**src/rtl/mpuart_pkg.sv**
```systemverilog
package mpuart_pkg;

    localparam int BYTE_W = 8;

    // Field order matches the software-visible bit layout, MSB first.
    typedef struct packed {
        logic mode9;
        logic baud_sel;
        logic mp_en;
        logic rx_en;
        logic tx_bit9;
        logic rx_bit9;
        logic tx_flag;
        logic rx_flag;
    } ctrl_t;

    typedef struct packed {
        logic [BYTE_W-1:0] data;
        logic              bit9;
    } frame_t;

    typedef enum logic [2:0] {
        TX_IDLE, TX_START, TX_DATA, TX_NINTH, TX_STOP
    } tx_state_e;

    typedef enum logic [2:0] {
        RX_IDLE, RX_START, RX_DATA, RX_NINTH, RX_STOP
    } rx_state_e;

    // A frame reaches software unless the address filter rejects it.
    function automatic logic frame_wanted(input logic mode9, input logic mp_en,
                                          input logic bit9);
        return !(mode9 && mp_en && !bit9);
    endfunction

endpackage

```
**src/rtl/mpuart_tx.sv**
```systemverilog
module mpuart_tx
    import mpuart_pkg::*;
#(
    parameter int OVERSAMPLE = 16
) (
    input  logic              clk,
    input  logic              rst,
    input  logic              tick,
    input  logic              mode9,
    input  logic              bit9_in,
    input  logic              load,
    input  logic [BYTE_W-1:0] load_data,
    output logic              txd,
    output logic              stop_begin
);
    localparam int CNT_W = $clog2(OVERSAMPLE);
    localparam int BIT_W = $clog2(BYTE_W);
    localparam logic [CNT_W-1:0] LAST_TICK = CNT_W'(OVERSAMPLE - 1);
    localparam logic [BIT_W-1:0] LAST_BIT  = BIT_W'(BYTE_W - 1);

    tx_state_e         state;
    logic [CNT_W-1:0]  cnt;
    logic [BIT_W-1:0]  bitn;
    logic [BYTE_W-1:0] shifter;
    logic [BYTE_W-1:0] pend_data;
    logic              pend_valid;
    logic              frame9;
    logic              nine;

    always_ff @(posedge clk) begin
        if (rst) begin
            state      <= TX_IDLE;
            cnt        <= '0;
            bitn       <= '0;
            shifter    <= '0;
            pend_data  <= '0;
            pend_valid <= 1'b0;
            frame9     <= 1'b0;
            nine       <= 1'b0;
            txd        <= 1'b1;
            stop_begin <= 1'b0;
        end else begin
            stop_begin <= 1'b0;
            if (state == TX_IDLE) begin
                if (pend_valid) begin
                    shifter    <= pend_data;
                    frame9     <= mode9;
                    nine       <= bit9_in;
                    pend_valid <= 1'b0;
                    cnt        <= '0;
                    txd        <= 1'b0;
                    state      <= TX_START;
                end
            end else if (tick) begin
                if (cnt != LAST_TICK) begin
                    cnt <= cnt + 1'b1;
                end else begin
                    cnt <= '0;
                    case (state)
                        TX_START: begin
                            txd     <= shifter[0];
                            shifter <= shifter >> 1;
                            bitn    <= '0;
                            state   <= TX_DATA;
                        end
                        TX_DATA: begin
                            if (bitn != LAST_BIT) begin
                                bitn    <= bitn + 1'b1;
                                txd     <= shifter[0];
                                shifter <= shifter >> 1;
                            end else if (frame9) begin
                                txd   <= nine;
                                state <= TX_NINTH;
                            end else begin
                                txd        <= 1'b1;
                                stop_begin <= 1'b1;
                                state      <= TX_STOP;
                            end
                        end
                        TX_NINTH: begin
                            txd        <= 1'b1;
                            stop_begin <= 1'b1;
                            state      <= TX_STOP;
                        end
                        default: begin
                            txd   <= 1'b1;
                            state <= TX_IDLE;
                        end
                    endcase
                end
            end
            // A new write always lands in the holding register, even mid-frame.
            if (load) begin
                pend_data  <= load_data;
                pend_valid <= 1'b1;
            end
        end
    end

    // the done strobe coincides with the stop level on the line.
    assert_stop_level_R6: assert property (@(posedge clk) disable iff (rst)
        stop_begin |-> txd);

    // an idle transmitter with nothing queued keeps the line high.
    assert_idle_high_R3: assert property (@(posedge clk) disable iff (rst)
        (state == TX_IDLE && !pend_valid) |=> txd);

endmodule

```
**src/rtl/mpuart_rx.sv**
```systemverilog
module mpuart_rx
    import mpuart_pkg::*;
#(
    parameter int OVERSAMPLE = 16
) (
    input  logic   clk,
    input  logic   rst,
    input  logic   tick,
    input  logic   rx_en,
    input  logic   mode9,
    input  logic   rxd,
    output logic   done,
    output frame_t frame
);
    localparam int CNT_W = $clog2(OVERSAMPLE);
    localparam int BIT_W = $clog2(BYTE_W);
    localparam logic [CNT_W-1:0] LAST_TICK = CNT_W'(OVERSAMPLE - 1);
    localparam logic [CNT_W-1:0] MID_TICK  = CNT_W'(OVERSAMPLE / 2 - 1);
    localparam logic [BIT_W-1:0] LAST_BIT  = BIT_W'(BYTE_W - 1);

    rx_state_e         state;
    logic [CNT_W-1:0]  cnt;
    logic [BIT_W-1:0]  bitn;
    logic [BYTE_W-1:0] shifter;
    logic              nine;
    logic              rx_meta;
    logic              rx_sync;
    logic              rx_prev;
    logic              at_mid;
    logic              at_end;

    assign at_mid = tick && (cnt == MID_TICK);
    assign at_end = tick && (cnt == LAST_TICK);
    assign frame  = '{data: shifter, bit9: nine};

    always_ff @(posedge clk) begin
        if (rst) begin
            state   <= RX_IDLE;
            cnt     <= '0;
            bitn    <= '0;
            shifter <= '0;
            nine    <= 1'b0;
            rx_meta <= 1'b1;
            rx_sync <= 1'b1;
            rx_prev <= 1'b1;
            done    <= 1'b0;
        end else begin
            done    <= 1'b0;
            rx_meta <= rxd;
            rx_sync <= rx_meta;
            rx_prev <= rx_sync;
            if (state != RX_IDLE && tick)
                cnt <= at_end ? '0 : cnt + 1'b1;
            case (state)
                RX_IDLE: begin
                    if (rx_en && rx_prev && !rx_sync) begin
                        cnt   <= '0;
                        state <= RX_START;
                    end
                end
                RX_START: begin
                    if (at_mid && rx_sync) begin
                        state <= RX_IDLE;
                    end else if (at_end) begin
                        bitn  <= '0;
                        state <= RX_DATA;
                    end
                end
                RX_DATA: begin
                    if (at_mid)
                        shifter <= {rx_sync, shifter[BYTE_W-1:1]};
                    if (at_end) begin
                        if (bitn != LAST_BIT)
                            bitn <= bitn + 1'b1;
                        else
                            state <= mode9 ? RX_NINTH : RX_STOP;
                    end
                end
                RX_NINTH: begin
                    if (at_mid)
                        nine <= rx_sync;
                    if (at_end)
                        state <= RX_STOP;
                end
                default: begin
                    if (at_mid) begin
                        done  <= 1'b1;
                        state <= RX_IDLE;
                    end
                end
            endcase
        end
    end

    // a disabled receiver never leaves idle.
    assert_disabled_stays_idle_R10: assert property (@(posedge clk) disable iff (rst)
        (state == RX_IDLE && !rx_en) |=> state == RX_IDLE);

    // each received frame produces a single-cycle completion strobe.
    assert_done_single_R7: assert property (@(posedge clk) disable iff (rst)
        done |=> !done);

endmodule

```
**src/rtl/mpuart_regs.sv**
```systemverilog
module mpuart_regs
    import mpuart_pkg::*;
#(
    parameter int              ADDR_W    = 8,
    parameter logic [ADDR_W-1:0] CTRL_ADDR = 8'hAC,
    parameter logic [ADDR_W-1:0] DATA_ADDR = 8'hAD
) (
    input  logic              clk,
    input  logic              rst,
    input  logic [ADDR_W-1:0] bus_addr,
    input  logic              bus_wr,
    input  logic [BYTE_W-1:0] bus_wdata,
    output logic [BYTE_W-1:0] bus_rdata,
    input  logic              tx_stop_begin,
    input  logic              rx_done,
    input  frame_t            rx_frame,
    output ctrl_t             ctrl,
    output logic              tx_load,
    output logic [BYTE_W-1:0] tx_load_data,
    output logic              irq
);
    logic [BYTE_W-1:0] rbuf;
    logic              wr_ctrl;
    logic              accept;

    assign wr_ctrl      = bus_wr && (bus_addr == CTRL_ADDR);
    assign tx_load      = bus_wr && (bus_addr == DATA_ADDR);
    assign tx_load_data = bus_wdata;
    assign accept       = frame_wanted(ctrl.mode9, ctrl.mp_en, rx_frame.bit9);
    assign irq          = ctrl.tx_flag | ctrl.rx_flag;

    always_ff @(posedge clk) begin
        if (rst) begin
            ctrl <= '0;
            rbuf <= '0;
        end else begin
            if (wr_ctrl)
                ctrl <= ctrl_t'({bus_wdata[7:2],
                                 ctrl.tx_flag & bus_wdata[1],
                                 ctrl.rx_flag & bus_wdata[0]});
            // Hardware events win over a simultaneous software clear.
            if (tx_stop_begin)
                ctrl.tx_flag <= 1'b1;
            if (rx_done && accept) begin
                rbuf         <= rx_frame.data;
                ctrl.rx_flag <= 1'b1;
                if (ctrl.mode9)
                    ctrl.rx_bit9 <= rx_frame.bit9;
            end
        end
    end

    always_comb begin
        if (bus_addr == CTRL_ADDR)
            bus_rdata = ctrl;
        else if (bus_addr == DATA_ADDR)
            bus_rdata = rbuf;
        else
            bus_rdata = '0;
    end

    // flags only fall on an explicit software zero.
    assert_rx_flag_sticky_R12: assert property (@(posedge clk) disable iff (rst)
        (ctrl.rx_flag && !(wr_ctrl && !bus_wdata[0])) |=> ctrl.rx_flag);
    assert_tx_flag_sticky_R12: assert property (@(posedge clk) disable iff (rst)
        (ctrl.tx_flag && !(wr_ctrl && !bus_wdata[1])) |=> ctrl.tx_flag);

    // a filtered frame leaves the receive buffer as it was.
    assert_filtered_keeps_buffer_R9: assert property (@(posedge clk) disable iff (rst)
        (rx_done && !accept) |=> $stable(rbuf));

endmodule

```
**src/rtl/mpuart.sv**
```systemverilog
module mpuart
    import mpuart_pkg::*;
#(
    parameter int                OVERSAMPLE = 16,
    parameter int                ADDR_W     = 8,
    parameter logic [ADDR_W-1:0] CTRL_ADDR  = 8'hAC,
    parameter logic [ADDR_W-1:0] DATA_ADDR  = 8'hAD
) (
    input  logic              clk,
    input  logic              rst,
    input  logic [ADDR_W-1:0] bus_addr,
    input  logic              bus_wr,
    input  logic [BYTE_W-1:0] bus_wdata,
    output logic [BYTE_W-1:0] bus_rdata,
    input  logic              baud_tick_a,
    input  logic              baud_tick_b,
    input  logic              rxd,
    output logic              txd,
    output logic              irq
);
    ctrl_t             ctrl;
    frame_t            rx_frame;
    logic              tick;
    logic              tx_load;
    logic [BYTE_W-1:0] tx_load_data;
    logic              tx_stop_begin;
    logic              rx_done;

    assign tick = ctrl.baud_sel ? baud_tick_b : baud_tick_a;

    mpuart_regs #(
        .ADDR_W   (ADDR_W),
        .CTRL_ADDR(CTRL_ADDR),
        .DATA_ADDR(DATA_ADDR)
    ) u_regs (
        .clk          (clk),
        .rst          (rst),
        .bus_addr     (bus_addr),
        .bus_wr       (bus_wr),
        .bus_wdata    (bus_wdata),
        .bus_rdata    (bus_rdata),
        .tx_stop_begin(tx_stop_begin),
        .rx_done      (rx_done),
        .rx_frame     (rx_frame),
        .ctrl         (ctrl),
        .tx_load      (tx_load),
        .tx_load_data (tx_load_data),
        .irq          (irq)
    );

    mpuart_tx #(.OVERSAMPLE(OVERSAMPLE)) u_tx (
        .clk       (clk),
        .rst       (rst),
        .tick      (tick),
        .mode9     (ctrl.mode9),
        .bit9_in   (ctrl.tx_bit9),
        .load      (tx_load),
        .load_data (tx_load_data),
        .txd       (txd),
        .stop_begin(tx_stop_begin)
    );

    mpuart_rx #(.OVERSAMPLE(OVERSAMPLE)) u_rx (
        .clk  (clk),
        .rst  (rst),
        .tick (tick),
        .rx_en(ctrl.rx_en),
        .mode9(ctrl.mode9),
        .rxd  (rxd),
        .done (rx_done),
        .frame(rx_frame)
    );

endmodule

```
**config.mk**
```make
export PLATFORM = sky130hd
export DESIGN_NAME = mpuart
export DESIGN_NICKNAME = d
export VERILOG_FILES = /design/src/rtl/mpuart_pkg.sv /design/src/rtl/mpuart_tx.sv /design/src/rtl/mpuart_rx.sv /design/src/rtl/mpuart_regs.sv /design/src/rtl/mpuart.sv
export SDC_FILE = /design/constraint.sdc
export NUM_CORES = 1
export LEC_CHECK = 0
export ABC_AREA = 1
export BUFFER_PORTS_ARGS = -buffer_cell sky130_fd_sc_hd__buf_4
export CAP_MARGIN = 20
export CORE_MARGIN = 8
export CORE_UTILIZATION = 30
export DETAILED_ROUTE_END_ITERATION = 12
export HOLD_SLACK_MARGIN = 0.06
export SYNTH_ARGS = -nofsm -noshare
export SYNTH_HDL_FRONTEND = slang
export SYNTH_SLANG_ARGS = --single-unit
```
**constraint.sdc**
```tcl
create_clock -name clk -period 2.5 [get_ports clk]
set_input_delay 0.125 -clock clk [delete_from_list [all_inputs] [get_ports clk]]
set_output_delay 0.125 -clock clk [all_outputs]
set_load 0.05 [all_outputs]
```
# ---- Word-level counts from Yosys, hierarchy flattened
# Index checks and enable logic that the tools add are counted.
dict set report totals {
  reg_bits 70
  out_inout_bits 10
}
dict set report classes {
  addsub 4
  eq_ne 26
  n_mux 58
  bitwise_logic 6
  reduce_logical 37
}
# cell count
set op_table {}
lappend op_table {{2-to-1 mux 3 bit} 20}
lappend op_table {{2-to-1 mux 8 bit} 7}
lappend op_table {{2-to-1 mux 4 bit} 8}
lappend op_table {{equality test 8 bit, second input constant} 2}
lappend op_table {{2-to-1 mux 1 bit} 16}
lappend op_table {{!= test 2 x 1 -> 1 bit, second input constant} 8}
lappend op_table {{one-hot mux 8 bit (2 select lines)} 1}
lappend op_table {{AND reduction 5 bit} 3}
lappend op_table {{equality test 3 x 2 -> 1 bit, second input constant} 4}
lappend op_table {{one-hot mux 3 bit (2 select lines)} 2}
lappend op_table {{one-hot mux 3 bit (4 select lines)} 1}
lappend op_table {{nonzero test 2 bit} 6}
lappend op_table {{logical AND 1 bit} 11}
lappend op_table {{one-hot mux 3 bit (3 select lines)} 1}
lappend op_table {{adder 4 x 1 -> 4 bit, second input constant} 2}
lappend op_table {{AND reduction 2 bit} 4}
lappend op_table {{adder 3 x 1 -> 3 bit, second input constant} 2}
lappend op_table {{equality test 3 x 1 -> 1 bit, second input constant} 2}
lappend op_table {{zero test 3 bit} 2}
lappend op_table {{!= test 3 x 1 -> 1 bit, second input constant} 2}
lappend op_table {{!= test 3 bit, second input constant} 2}
lappend op_table {{AND reduction 6 bit} 1}
lappend op_table {{nonzero test 3 bit} 2}
lappend op_table {{nonzero test 5 bit} 1}
lappend op_table {{14 further kinds} 21}

# ---- Longest topological paths before layout
dict set report depth {
  ltp_word 6
  depth_mapped 11
}

# ---- Hierarchy
# From an unflattened synthesis, not the netlist that was laid out.
dict set report unflattened {
  cells_unflattened 519
  area_unflattened_um2 3627.2
}
# mod instances cells_each area_per_inst_um2 seq_area_each_um2
set modules_own_cells {}
lappend modules_own_cells {mpuart_tx 1 226 1604.0 620.6}
lappend modules_own_cells {mpuart_rx 1 157 1078.5 460.4}
lappend modules_own_cells {mpuart_regs 1 132 929.6 320.3}
lappend modules_own_cells {mpuart 1 4 15.0 0.0}

# ---- Least setup slack after synthesis
# No wires, ideal clock.
dict set report synth_timing {
  path_kind {input port to output port}
  start {input bus_addr[7]}
  end {output bus_rdata[0]}
  t_arrival_ns 1.740
  t_required_ns 2.375
  path_slack_ns 0.635
  stages 4
  cell_sequence {nand2_1 nor3_4 nand2_2 o21ai_0}
}
dict set report synth_via {
  elab_chain_len 3
  elab_cells_between_ends 4
}
# element line
set synth_rtl {}
lappend synth_rtl {{from (decl)} mpuart.sv:11} ;# input logic [ADDR_W-1:0] bus_addr,
lappend synth_rtl {{equality test 8 bit} mpuart_regs.sv:56} ;# else if (bus_addr == DATA_ADDR)
lappend synth_rtl {{2-to-1 mux 8 bit} mpuart_regs.sv:56}
lappend synth_rtl {{2-to-1 mux 8 bit *} mpuart_regs.sv:54} ;# if (bus_addr == CTRL_ADDR)
lappend synth_rtl {{to (decl)} mpuart.sv:14} ;# output logic [BYTE_W-1:0] bus_rdata,
# Mark *: on every way between the ends. The rest lies on a longest branch, timed or not.

# ---- Worst setup path after layout
dict set report layout_timing {
  start {register u_rx.cnt[0]}
  end {register u_rx.state[1]}
}
dict set report layout_via {
  elab_chain_len 5
  elab_cells_between_ends 12
}
# element line
set layout_rtl {}
lappend layout_rtl {{from (decl)} mpuart_rx.sv:22} ;# logic [CNT_W-1:0] cnt;
lappend layout_rtl {{from (signal assigned)} mpuart_rx.sv:53} ;# cnt <= at_end ? '0 : cnt + 1'b1;
lappend layout_rtl {{equality test 4 x 3 -> 1 bit} mpuart_rx.sv:32} ;# assign at_mid = tick && (cnt == MID_TICK);
lappend layout_rtl {{logical AND 1 bit} mpuart_rx.sv:32}
lappend layout_rtl {{logical AND 1 bit} mpuart_rx.sv:62} ;# if (at_mid && rx_sync) begin
lappend layout_rtl {{!= test 3 x 1 -> 1 bit (no source line) / 2-to-1 mux 3 bit (equally long branches)} --}
lappend layout_rtl {{AND reduction 6 bit (no source line) / one-hot mux 3 bit (4 select lines) (equally long branches)} --}
lappend layout_rtl {{to (signal assigned)} mpuart_rx.sv:76} ;# state <= mode9 ? RX_NINTH : RX_STOP;
lappend layout_rtl {{to (decl)} mpuart_rx.sv:21} ;# rx_state_e state;
# Several ways; a longest one is shown, not always the timed one.
# A chain may end at the register's enable or synchronous reset.

==> results.md <==
- Port buffer count: 31
- Worst-Skew Late Latency: 0.34 ns
- CTS tree: built
- Pin count of the biggest net entering global routing: 35
- CP required: 2.74 ns
- Initial DRC count: about 160
- DRC: 0
- Core ar.: 0.01032 mm^2
- Synth Flop Type: dfxtp_1
- Final Cell Area: 0.003775 mm^2
- Worst Setup Start Kind: register
- Grt total ovfl: 0
- WL final: about 7400 um
- Layout cells sized above 1: 18.12%
- Post-Route Utilization: 36.57%
- Mapped Cells: between 400 and 500
- Final Hold Fails: 0
- CTS max path bufs: 2
- Vias per cell: 4.655
- # Max-Cap Violations: 0
- Antenna violations before repair: 0
- Hold_ws: between 0.08 and 0.09 ns
- Highest-count cells in the layout ignoring fill and taps: dfxtp_1, nand2_1, a21oi_1
- Commonest non-fill, non-tap cell in the layout: dfxtp_1
- Antenna diode count: 0
- Worst Hold Class: input port to register
- Cells after DPL: 585
- Slew HR: 71.06%
- RePlAce Congestion: between 0.8 and 0.9
- Number of CTS-inserted buffers: 9
- Initial Util: 30.75%
- WL/cell: 12.19 um
- Seq/Total Area, Yosys: between 40 and 50%
- Final setup fails: 0
- Synth Register Bits: 70
- Gr usage total: 10.54%
- Fin nets: 492
- Worst slew pin tran: 0.4340 ns
- Period minus WS final: 1.587 ns
- P_leak: roughly 1.5 nW
- Syn. warnings: 0
- Mean Syn Cell Area: between 7 and 8 um^2
- Setup Fix Bufs, Post-CTS: 0
- First-pass GRT wire length: 12350 um
- Fill count: approximately 1.1k
- Chip height: 118.9 um
- DR vias: 2816
- Crit path arrival time: around 1.8 ns
- Clock sinks: 70
- Number of global-route vias before repair: 2684
- Post-Syn Area: 0.003174 mm^2
- PD cells: 703.8 mW/mm^2
- Antenna-violating nets left: 0
- Distinct cell type count of the synthesized netlist: 36
- Worst VDD drop: 274.6 uV
- Area of the die: approximately 0.014 mm^2
- Outcome: finished, final reports clean
- Unrepaired setup endpoints after global routing: false
- First-pass iteration count of the detailed router: 6
- Max Clock Freq: between 600 and 700 MHz
- CTS root buffer: clkbuf_8
- Element type at the critical path end: register
- Final setup TNS: 0 ns
- Crit path kind: register to register
- Tcrit/Tclk final: between 60 and 70%
- Reg clk slew, reported paths: 0.08 ns
- Cell Count, Final, Fillers Out: 605
- Rows: 37
- H-tree lvl count: 3
- Die W: 118.9 um
- Placed inst area: 0.003537 mm^2
- Number of synthesized flops with an enable pin: 0
- Dpl hpwl: 5414 um
- Fin. max-slew vios: 0
- Synth Net Count: 455
- Skew final: between 0.01 and 0.015 ns
- Async SR Flop Fraction: 0%
- CP max FO: 7
- Area grow syn2layout: 18.92%
- Ports: 32
==> synthesized netlist by cell type (4+ instances only) <==
library cell	number	area share (%)
clkbuf_1	7	0.83
nor2_1	38	4.5
o21ai_0	44	6.9
inv_1	37	4.4
nand2_4	5	1.8
inv_2	13	1.5
nand3_1	34	5.4
dfxtp_1	70	44
nand2_2	4	0.79
a21oi_1	50	7.9
o21ai_1	17	2.7
nor3_1	7	1.1
ha_1	6	2.4
nand2_1	67	7.9
==> timing repair <==
action | 4_1_cts | 5_1_grt
hold endpoints to repair | 4 | 0
hold buffers | 4 | 0
resized for setup | 0 | 0
==> path summary, 6_finish.rpt <==
kind / startpoint / endpoint / slack, ns / cells past startpoint
min reg2reg: u_rx.rx_meta$_SDFF_PP1_ / u_rx.rx_sync$_SDFF_PP1_ / 0.41 / 1
max: u_rx.cnt[0]$_SDFF_PP0_ / u_rx.state[1]$_SDFFE_PP0P_ / 0.91 / 10
max reg2reg: u_rx.cnt[0]$_SDFF_PP0_ / u_rx.state[1]$_SDFFE_PP0P_ / 0.91 / 10
min: bus_wdata[7] / u_regs.ctrl[7]$_SDFFE_PP0P_ / 0.08 / 3
==> final cells by class <==
class	instances	area (um^2)	share of cell area, %
multi-input combinational	295	1526	40.44
sequential	70	1401	37.12
timing repair buffer	37	287.8	7.623
inverter	51	191.4	5.071
tap	136	170.2	4.508
clock buffer	9	123.9	3.281
clock inverter	7	73.82	1.956
==> worst max-delay path, stage by stage, from the launching register on <==
cell,delay [ns]
dfxtp_1,0.37
ha_1,0.20
nand2_1,0.06
nor2_1,0.14
nand2_2,0.15
nand2_1,0.09
nand3_1,0.07
nor2_2,0.20
nand3_1,0.10
nand2_1,0.07
nor2_1,0.04
==> routing by layer <==
| layer | share of wire (%) | GRT usage [%] | up-vias |
|---|---|---|---|
| met3 | 2.3 | 2.929 | 8 |
| met5 | 0 | 0 | - |
| li1 | - | - | 1484 |
| met2 | 52 | 18.97 | 26 |
| met4 | 1.0 | 3.083 | 0 |
| met1 | 44 | 11.88 | 1298 |
==> state kept, by name, indices dropped and copies added (netlist names), 3 cells and up <==
name and flops:
u_rx.state 3, u_tx.bitn 3, u_rx.bitn 3, u_tx.cnt 4, u_rx.shifter 8, u_regs.rbuf 8, u_rx.cnt 4, u_tx.state 3
u_tx.shifter 8, u_tx.pend_data 8, u_regs.ctrl 8
==> kinds of logic after synthesis <==
family	count (synthesis)	synth area share [%]
simple gates	171	26.41
compound gates	117	19.04
flops	70	44.15
buf+inv	62	7.765
fa+ha+maj	6	2.365
xor+xnor	1	0.2760
==> stage by stage <==
step	setup WS [ns]	total power [mW]
after global routing	0.7230	2.805
after CTS	0.8992	2.685
final	0.9128	2.657
after floorplan	0.6350	1.639
after global placement	0.9599	1.752
after detailed placement	0.9109	1.763
==> report_power, final <==
part,switching (mW),internal [mW]
Sequential,0.0524,1.16
Combinational,0.356,0.178
Clock,0.446,0.464
Note: power is estimated with default switching activity, not from simulation.
